## src/rtl/xce_pkg.sv

```systemverilog
package xce_pkg;
  typedef enum logic [2:0] {
    ST_IDLE,
    ST_HDR,
    ST_SRC,
    ST_DST,
    ST_STS
  } walk_t;

  localparam logic [31:0] STATUS_DONE = 32'h8000_0000;

  // register indices
  localparam logic [2:0] RA_CTRL = 3'd0;
  localparam logic [2:0] RA_NEXT = 3'd1;
  localparam logic [2:0] RA_CUR  = 3'd2;
  localparam logic [2:0] RA_MODE = 3'd3;
  localparam logic [2:0] RA_ERR  = 3'd4;

  // descriptor word indices
  localparam int unsigned HDR_CMD  = 1;
  localparam int unsigned HDR_NEXT = 2;
  localparam int unsigned HDR_CNT  = 3;
  localparam int unsigned HDR_DST  = 4;
  localparam int unsigned HDR_SRC0 = 5;
endpackage

```

## src/rtl/xce_first_set.sv

```systemverilog
module xce_first_set #(
  parameter int unsigned N = 8,
  localparam int unsigned W = (N > 1) ? $clog2(N) : 1
) (
  input  logic [N-1:0] vec,
  output logic         found,
  output logic [W-1:0] idx
);
  always_comb begin
    found = |vec;
    idx   = '0;
    for (int i = N - 1; i >= 0; i--) begin
      if (vec[i]) idx = W'(i);
    end
  end
endmodule

```

## src/rtl/xce_regs.sv

```systemverilog
module xce_regs
  import xce_pkg::*;
(
  input  logic        clk,
  input  logic        rst,
  input  logic        reg_wr,
  input  logic [2:0]  reg_addr,
  input  logic [31:0] reg_wdata,
  input  logic        busy,
  input  logic [31:0] cur_desc,
  input  logic [31:0] err_addr,
  output logic [31:0] reg_rdata,
  output logic        start,
  output logic [31:0] next_ptr,
  output logic        mode_xor
);
  always_ff @(posedge clk) begin
    if (rst) begin
      start     <= 1'b0;
      next_ptr  <= '0;
      mode_xor  <= 1'b0;
      reg_rdata <= '0;
    end else begin
      start <= reg_wr && (reg_addr == RA_CTRL) && reg_wdata[0] && !busy;
      if (reg_wr && reg_addr == RA_NEXT) next_ptr <= reg_wdata;
      if (reg_wr && reg_addr == RA_MODE) mode_xor <= reg_wdata[0];
      case (reg_addr)
        RA_CTRL: reg_rdata <= {26'd0, 1'b0, busy, 4'd0};
        RA_NEXT: reg_rdata <= next_ptr;
        RA_CUR:  reg_rdata <= cur_desc;
        RA_MODE: reg_rdata <= {31'd0, mode_xor};
        RA_ERR:  reg_rdata <= err_addr;
        default: reg_rdata <= '0;
      endcase
    end
  end
endmodule

```

## src/rtl/xce_walker.sv

```systemverilog
module xce_walker
  import xce_pkg::*;
#(
  parameter int unsigned NSRC = 8,
  localparam int unsigned SW = $clog2(NSRC),
  localparam int unsigned HLAST = HDR_SRC0 + NSRC - 1,
  localparam int unsigned HW = $clog2(HLAST + 1)
) (
  input  logic        clk,
  input  logic        rst,
  input  logic        start,
  input  logic [31:0] start_ptr,
  input  logic        mode_xor,
  input  logic        mem_rvalid,
  input  logic [31:0] mem_rdata,
  input  logic        mem_rerr,
  output logic        mem_req,
  output logic        mem_we,
  output logic [31:0] mem_addr,
  output logic [31:0] mem_wdata,
  output logic        eod_pulse,
  output logic        eoc_pulse,
  output logic        busy,
  output logic [31:0] cur_desc,
  output logic [31:0] err_addr
);
  walk_t            st;
  logic             wait_q, mode_q, cmd_ok_q;
  logic [HW-1:0]    hidx;
  logic [NSRC-1:0]  cmd_en_q;
  logic [31:0]      next_q, cnt_q, dst_q, off_q, acc_q;
  logic [31:0]      src_q [NSRC];
  logic [SW-1:0]    sidx_q;

  logic [NSRC-1:0]  en, upto;
  logic             first_found, after_found;
  logic [SW-1:0]    first_idx, after_idx;
  logic [31:0]      req_addr, req_wdata;
  logic             req_we;

  assign en   = mode_q ? cmd_en_q : NSRC'(1);
  assign upto = (NSRC'(2) << sidx_q) - NSRC'(1);

  xce_first_set #(.N(NSRC)) u_first (.vec(en), .found(first_found), .idx(first_idx));
  xce_first_set #(.N(NSRC)) u_after (.vec(en & ~upto), .found(after_found), .idx(after_idx));

  always_comb begin
    req_we    = (st == ST_DST) || (st == ST_STS);
    req_wdata = (st == ST_STS) ? STATUS_DONE : acc_q;
    case (st)
      ST_HDR:  req_addr = cur_desc + (32'(hidx) << 2);
      ST_SRC:  req_addr = src_q[sidx_q] + off_q;
      ST_DST:  req_addr = dst_q + off_q;
      default: req_addr = cur_desc;
    endcase
  end

  assign busy = (st != ST_IDLE);

  always_ff @(posedge clk) begin
    if (rst) begin
      st <= ST_IDLE;  wait_q <= 1'b0;  mode_q <= 1'b0;  cmd_ok_q <= 1'b0;
      hidx <= '0;  cmd_en_q <= '0;  next_q <= '0;  cnt_q <= '0;  dst_q <= '0;
      off_q <= '0;  acc_q <= '0;  sidx_q <= '0;  cur_desc <= '0;  err_addr <= '0;
      mem_req <= 1'b0;  mem_we <= 1'b0;  mem_addr <= '0;  mem_wdata <= '0;
      eod_pulse <= 1'b0;  eoc_pulse <= 1'b0;
      for (int i = 0; i < NSRC; i++) src_q[i] <= '0;
    end else begin
      mem_req   <= 1'b0;
      eod_pulse <= 1'b0;
      eoc_pulse <= 1'b0;
      if (st == ST_IDLE) begin
        if (start) begin
          st       <= ST_HDR;
          cur_desc <= start_ptr;
          hidx     <= HW'(HDR_CMD);
          wait_q   <= 1'b0;
          mode_q   <= mode_xor;
        end
      end else if (!wait_q) begin
        mem_req   <= 1'b1;
        mem_addr  <= req_addr;
        mem_we    <= req_we;
        mem_wdata <= req_wdata;
        wait_q    <= 1'b1;
      end else if (mem_rvalid) begin
        wait_q <= 1'b0;
        if (mem_rerr) begin
          err_addr <= mem_addr;
          st       <= ST_IDLE;
        end else begin
          case (st)
            ST_HDR: begin
              if (hidx == HW'(HDR_CMD)) begin
                cmd_ok_q <= mem_rdata[31];
                cmd_en_q <= mem_rdata[NSRC-1:0];
              end
              if (hidx == HW'(HDR_NEXT)) next_q <= mem_rdata;
              if (hidx == HW'(HDR_CNT))  cnt_q  <= mem_rdata;
              if (hidx == HW'(HDR_DST))  dst_q  <= mem_rdata;
              for (int i = 0; i < NSRC; i++) begin
                if (hidx == HW'(HDR_SRC0 + i)) src_q[i] <= mem_rdata;
              end
              if (hidx == HW'(HLAST)) begin
                off_q <= '0;
                acc_q <= '0;
                if (!cmd_ok_q) begin
                  err_addr <= cur_desc;
                  st       <= ST_IDLE;
                end else if (cnt_q == 32'd0) begin
                  st <= ST_STS;
                end else if (first_found) begin
                  st     <= ST_SRC;
                  sidx_q <= first_idx;
                end else begin
                  st <= ST_DST;
                end
              end else begin
                hidx <= hidx + HW'(1);
              end
            end
            ST_SRC: begin
              acc_q <= acc_q ^ mem_rdata;
              if (after_found) sidx_q <= after_idx;
              else             st     <= ST_DST;
            end
            ST_DST: begin
              off_q <= off_q + 32'd4;
              cnt_q <= cnt_q - 32'd4;
              acc_q <= '0;
              if (cnt_q <= 32'd4) begin
                st <= ST_STS;
              end else if (first_found) begin
                st     <= ST_SRC;
                sidx_q <= first_idx;
              end
            end
            default: begin
              eod_pulse <= 1'b1;
              if (next_q == 32'd0) begin
                eoc_pulse <= 1'b1;
                st        <= ST_IDLE;
              end else begin
                cur_desc <= next_q;
                hidx     <= HW'(HDR_CMD);
                st       <= ST_HDR;
              end
            end
          endcase
        end
      end
    end
  end
endmodule

```

## src/rtl/xce_chan.sv

```systemverilog
module xce_chan
  import xce_pkg::*;
#(
  parameter int unsigned NSRC = 8
) (
  input  logic        clk,
  input  logic        rst,
  input  logic        reg_wr,
  input  logic [2:0]  reg_addr,
  input  logic [31:0] reg_wdata,
  output logic [31:0] reg_rdata,
  output logic        mem_req,
  output logic        mem_we,
  output logic [31:0] mem_addr,
  output logic [31:0] mem_wdata,
  input  logic        mem_rvalid,
  input  logic [31:0] mem_rdata,
  input  logic        mem_rerr,
  output logic        eod_pulse,
  output logic        eoc_pulse
);
  logic        busy, start, mode_xor;
  logic [31:0] cur_desc, err_addr, next_ptr;

  xce_regs u_regs (
    .clk(clk), .rst(rst), .reg_wr(reg_wr), .reg_addr(reg_addr),
    .reg_wdata(reg_wdata), .busy(busy), .cur_desc(cur_desc),
    .err_addr(err_addr), .reg_rdata(reg_rdata), .start(start),
    .next_ptr(next_ptr), .mode_xor(mode_xor)
  );

  xce_walker #(.NSRC(NSRC)) u_walk (
    .clk(clk), .rst(rst), .start(start), .start_ptr(next_ptr),
    .mode_xor(mode_xor), .mem_rvalid(mem_rvalid), .mem_rdata(mem_rdata),
    .mem_rerr(mem_rerr), .mem_req(mem_req), .mem_we(mem_we),
    .mem_addr(mem_addr), .mem_wdata(mem_wdata), .eod_pulse(eod_pulse),
    .eoc_pulse(eoc_pulse), .busy(busy), .cur_desc(cur_desc),
    .err_addr(err_addr)
  );
endmodule

```

## config.mk

```make
export PLATFORM = sky130hd
export DESIGN_NAME = xce_chan
export DESIGN_NICKNAME = d
export VERILOG_FILES = /design/src/rtl/xce_pkg.sv /design/src/rtl/xce_first_set.sv /design/src/rtl/xce_regs.sv /design/src/rtl/xce_walker.sv /design/src/rtl/xce_chan.sv
export SDC_FILE = /design/constraint.sdc
export NUM_CORES = 1
export LEC_CHECK = 0
export CELL_PAD_IN_SITES_DETAIL_PLACEMENT = 0
export CELL_PAD_IN_SITES_GLOBAL_PLACEMENT = 2
export CORE_MARGIN = 2
export CORE_UTILIZATION = 39
export CTS_CLUSTER_DIAMETER = 30
export CTS_CLUSTER_SIZE = 24
export DETAILED_ROUTE_END_ITERATION = 6
export PLACE_DENSITY = 0.82
export SLEW_MARGIN = 20
export SYNTH_ARGS = -nofsm -noshare
export SYNTH_HDL_FRONTEND = slang
export SYNTH_HIERARCHICAL = 1
export SYNTH_SLANG_ARGS = --single-unit
```

## constraint.sdc

```tcl
create_clock -name clk -period 5.69 [get_ports clk]
set_clock_uncertainty 0.1 [all_clocks]
set_input_delay 1.138 -clock clk [delete_from_list [all_inputs] [get_ports clk]]
set_output_delay 1.138 -clock clk [all_outputs]
set_load 0.01 [all_outputs]
```

-- Word level (Yosys, flattened, before mapping)
Memories as Yosys holds them, arrays and structs flattened. A register that Yosys moved wholly into a read port is not among the register bits.
Index checks and enable logic that the tools add are counted.
- bitwise gates (word level): 15
- multiplexer cells: 148
- add/subtract/negate cells: 7
- reductions and logical operators: 38
- order comparisons: 1
- equality and inequality tests: 37
- shifts and indexed selects: 1
- operators with widths (operator ; number):
    $mux W32 ; 22
    $pmux W32 S3 ; 2
    $pmux W32 S5 ; 1
    $pmux W32 S2 ; 2
    $mux W3 ; 35
    $mux W1 ; 75
    $add A32 B32 Y32 ; 2
    $logic_not A32 Y1 ; 2
    $reduce_and A6 Y1 ; 9
    $add A32 B3 Y32 const B ; 1
    $add A32 B6 Y32 ; 1
    $le A32 B3 Y1 const B ; 1
    $sub A32 B3 Y32 const B ; 1
    $xor A32 B32 Y32 ; 1
    $mux W4 ; 7
    $reduce_or A8 Y1 ; 3
    $eq A4 B4 Y1 const B ; 5
    $pmux W3 S3 ; 2
    $eq A4 B3 Y1 const B ; 4
    $ne A2 B1 Y1 const B ; 8
    $eq A3 B2 Y1 const B ; 4
    $reduce_and A10 Y1 ; 1
    $reduce_bool A2 Y1 ; 5
    $and A8 B8 Y8 ; 1
    other kinds (27) ; 52
- memories: 1
- RAM bits: 256
- output and inout bits: 100
- register bits: 379
- memory list (name ; depth ; width ; rd ports ; clocked after Yosys merged registers in ; wr ports ; line ; RTL):
    u_walk.src_q ; 8 ; 32 ; 1 ; 1 ; 8 ; xce_walker.sv:32 ; logic [31:0] src_q [NSRC];

-- Longest topological paths before layout
- word-level depth: 16
- depth in mapped cells: 18

-- Modules after synthesis
The synthesis kept the hierarchy.
- modules (own cells, without submodules) (module ; sequential area each (µm²) ; area an instance (µm²) ; cells an instance ; times used):
    xce_walker ; 13973.4 ; 26879.5 ; 2713 ; 1
    xce_regs ; 1321.3 ; 2899.0 ; 338 ; 1
    xce_first_set ; 0.0 ; 81.3 ; 13 ; 2

-- Least setup slack after synthesis
No wires, ideal clock.
- path type: register -> register
- from: reg (tool-made name)
- to: reg u_walk.mem_addr[24]
- data arrival time: 3880 ps
- cell stages (with the launch flop): 15
- path slack: 1596 ps
- clock period less this slack: 4094 ps
- data required time: 5475 ps
- path buffers: 2
- path through: dfxtp_1 -> clkbuf_1 -> buf_1 -> mux4_2 -> mux2i_1 -> o21ai_0 -> ha_1 -> o21a_1 -> a21oi_1 -> o21ai_0 -> o211ai_1 -> nand2_1 -> a41oi_1 -> xor2_1 -> a2111oi_0
- RTL lines (what ; line ; RTL):
    end signal, assigned ; xce_walker.sv:82 ; mem_addr <= req_addr;
    end, declared ; xce_walker.sv:19 ; output logic [31:0] mem_addr,

==> flow_summary.json <==
{
  "syn_avg_cell_area_sq_um": 9.731,
  "pwr-share-clk_pct": 61.6,
  "drv_cap": 0,
  "fin_cells": 4400,
  "p_leak_nw": 13.33,
  "cp.arrival_ns": 5.02,
  "rsz0062_at_grt": "false",
  "cp.required_ns": 6.14,
  "synth_seq_cells": 636,
  "tritoncts": "built",
  "post_cts_buffers": 0,
  "dieArea_sq_um": 79010,
  "path_cells": "buf_4 > mux4_2 > mux2i_1 > o21ai_0 > ha_1 > o21ai_0 > nor2_2 > o41ai_2 > o31ai_1 > a31oi_1 > nor4_1 > o311ai_0 > nand3_1",
  "fin_setup_tns_ns": 0,
  "ys_seq_area_share_pct": 51.08,
  "ys_warn_count": 6,
  "cpPeakStageDelay_ns": 0.78,
  "layout_common_cells": "nand2_1 (455), nor2_1 (444), dfxtp_1 (377)",
  "dp_hpwl_mm": 66.50,
  "worst_pin_slew_ns": 1.005,
  "wl_mm": 100.7,
  "path_class": "flip-flop to flip-flop",
  "n_antenna_cell": 0,
  "synth_cells": 3077,
  "place_congestion": 0.8457,
  "yosys.area_share.simple_pct": 19.07,
  "r2r_slack_ns": 1.12,
  "power.density_nw_per_um2": 369.4,
  "numCtsBuffers": 148,
  "cpMaxStageDelayCell": "dfxtp_4",
  "layout_commonest_cell": "nand2_1",
  "grt_remaining_overflow": 0,
  "swShare_pct": 22.67,
  "internal-power_mw": 10.79,
  "ys_types": 97,
  "antenna_found_initial": 2,
  "vias": 24660,
  "synthMuxAreaShare_pct": 7.727,
  "critPathLaunchType": "flip-flop",
  "synth_top_family_by_area": "simple AND/OR/NAND/NOR gates",
  "synth-edff-count": 256,
  "via_per_inst": 5.605,
  "path_max_fanout": 33,
  "cp_common_cell": "o21ai_0",
  "final-hold-violation-count": 0,
  "clk_pin_slew_worst_paths_ns": 0.04,
  "synth_area_sq_um": 29940,
  "status": "complete, no violations",
  "setup_viol": 0,
  "synth_xor_area_share_pct": 2.516,
  "hold_buffers": 0,
  "drive_gt1_share_pct": 13.12,
  "crit_path_end_kind": "flip-flop",
  "seqPwrFrac_pct": 35.1,
  "grt_pass1_wl_mm": 150.6,
  "relSlewSlack_pct": 32.82,
  "reg2reg_depth": 13,
  "r2r-end": "u_walk/mem_addr[25]$_SDFFE_PP0P_",
  "p_comb_share_pct": 3.4,
  "async_reset_ff_share_pct": 0,
  "cts_buffer_depth": 3,
  "grtUsageTotal_pct": 25.36,
  "cts_sinks": 636,
  "finalCritPeriodShare_pct": 80.39,
  "final.min_clock_period_ns": 4.574,
  "ctsRootBufferMaster": "clkbuf_16",
  "die_x_um": 281.1,
  "finalNetCount": 3364,
  "grt_pass1_vias": 24240,
  "hold_class": "flip-flop to flip-flop",
  "htreeDepth": 4,
  "synth_compound_area_share_pct": 13.80,
  "total_power_mw": 13.95,
  "hold_ws_ns": 0.3519,
  "n_fill_cell": 6874,
  "wl_per_cell_um": 22.89,
  "synth-main-ff-cell": "dfxtp_1",
  "port_buffers": 171,
  "clk_latency_ns": 0.71,
  "core.rowCount": 101,
  "pin_count": 172,
  "slew_viol_final": 0,
  "grt_max_degree": 121,
  "vdd_drop_max_v": 0.0003342,
  "drt-initial-drc-count": 2243,
  "die_h_um": 281.1,
  "fmax_ghz": 0.2186,
  "start_util_pct": 39.42,
  "p_sw_mw": 3.163,
  "drtPass1Iterations": 7,
  "dp_cells": 4128,
  "utilization_pct": 49.72,
  "crit_path_end": "u_walk/mem_addr[25]$_SDFFE_PP0P_",
  "synth-adder-area-share_pct": 1.864,
  "drt.antenna.violating_nets": 0,
  "design.core.area_sq_um": 75950,
  "area_growth_syn_to_layout_pct": 26.13,
  "post_cts_resized": 0,
  "drc": 0
}
area by class of cell:
| cell class | count | area [sq um] | area share, % |
|---|---|---|---|
| Sequential cell | 636 | 15300 | 40.52 |
| Multi-Input combinational cell | 2165 | 13560 | 35.91 |
| Clock buffer | 174 | 3935 | 10.42 |
| Timing Repair Buffer | 231 | 2212 | 5.858 |
| Tap cell | 1030 | 1289 | 3.413 |
| Clock inverter | 98 | 1217 | 3.224 |
| Inverter | 66 | 247.7 | 0.6560 |
Yosys cell counts, types with 59 or more instances:
| master | count | area share (%) |
|---|---|---|
| edfxtp_1 | 256 | 26 |
| xor2_1 | 59 | 1.7 |
| nor2_1 | 447 | 5.6 |
| nand2_1 | 457 | 5.7 |
| inv_1 | 65 | 0.81 |
| a21oi_1 | 174 | 2.9 |
| clkbuf_1 | 156 | 2.0 |
| o21ai_0 | 119 | 2.0 |
| dfxtp_1 | 380 | 25 |
| mux4_2 | 64 | 4.8 |
| mux2i_1 | 86 | 2.9 |
| nand3b_1 | 65 | 1.6 |
stage by stage:
step / area (sq um) / worst slack, ns
4_1_cts: 37760 / 1.110
5_1_grt: 37770 / 0.8063
3_3_place_gp: 32600 / 1.255
2_1_floorplan: 29950 / 1.596
3_5_place_dp: 32610 / 1.160
6_report: 37770 / 1.116
power by group through the flow:
stage / logic (mW) / registers (mW) / clock network [mW]
global route: 0.498 / 4.89 / 8.94
CTS: 0.469 / 4.89 / 8.71
detailed placement: 0.466 / 4.97 / 0
finish: 0.470 / 4.89 / 8.59
global placement: 0.461 / 4.97 / 0
floorplan: 0.235 / 4.95 / 0
flip-flops by register name (all words and copies together) (netlist names), 3 cells and up, named ones only:
signal and count:
u_walk/err_addr 32, u_walk/cmd_en_q 8, u_walk/src_q 256, u_regs/next_ptr 32, u_walk/cnt_q 32, u_walk/dst_q 32
u_regs/reg_rdata 32, u_walk/mem_addr 32, u_walk/cur_desc 32, u_walk/sidx_q 3, u_walk/next_q 32, u_walk/acc_q 32
u_walk/st 3, u_walk/hidx 4, u_walk/mem_wdata 32, u_walk/off_q 30
per-layer routing:
metal	routed length, um	GRT usage, %	vias up
li1	-	-	11420
met1	44300	34.36	12080
met2	45640	39.48	964
met3	7009	4.921	194
met4	3729	10.91	4
met5	27	0	-
logic make-up (layout without fill, tap and decap cells):
| family | after synthesis | in the layout |
|---|---|---|
| AOI/OAI and AO/OA | 624 | 624 |
| xor gates and xnor gates | 86 | 86 |
| adders and majority gates | 44 | 44 |
| buffers and inverters | 279 | 569 |
| DFF | 636 | 636 |
| muxes | 151 | 151 |
| other | 1 | 4 |
| and+or+nand+nor | 1256 | 1256 |
worst min-delay path by stage:
stage,from,endpoint,slack [ns],cells after the start
after floorplan,u_walk/dst_q[0]$_SDFFE_PP0P_,u_walk/dst_q[0]$_SDFFE_PP0P_,0.34,2
after global placement,u_walk/dst_q[20]$_SDFFE_PP0P_,u_walk/dst_q[20]$_SDFFE_PP0P_,0.34,2
after detailed placement,u_walk/dst_q[3]$_SDFFE_PP0P_,u_walk/dst_q[3]$_SDFFE_PP0P_,0.35,2
after CTS,u_walk/dst_q[16]$_SDFFE_PP0P_,u_walk/dst_q[16]$_SDFFE_PP0P_,0.35,2
after global routing,u_walk/dst_q[10]$_SDFFE_PP0P_,u_walk/dst_q[10]$_SDFFE_PP0P_,0.36,2
final,u_walk/dst_q[10]$_SDFFE_PP0P_,u_walk/dst_q[10]$_SDFFE_PP0P_,0.35,2
critical path: cells and delay by family (launching register included):
| family | cells | cell delay, ns |
|---|---|---|
| and+or+nand+nor | 3 | 0.29 |
| AOI/OAI and AO/OA | 6 | 1.81 |
| buffers and inverters | 1 | 0.28 |
| DFF | 1 | 0.78 |
| adders and majority gates | 1 | 0.37 |
| muxes | 2 | 0.76 |
No activity file was read; power rests on OpenSTA's default activity.
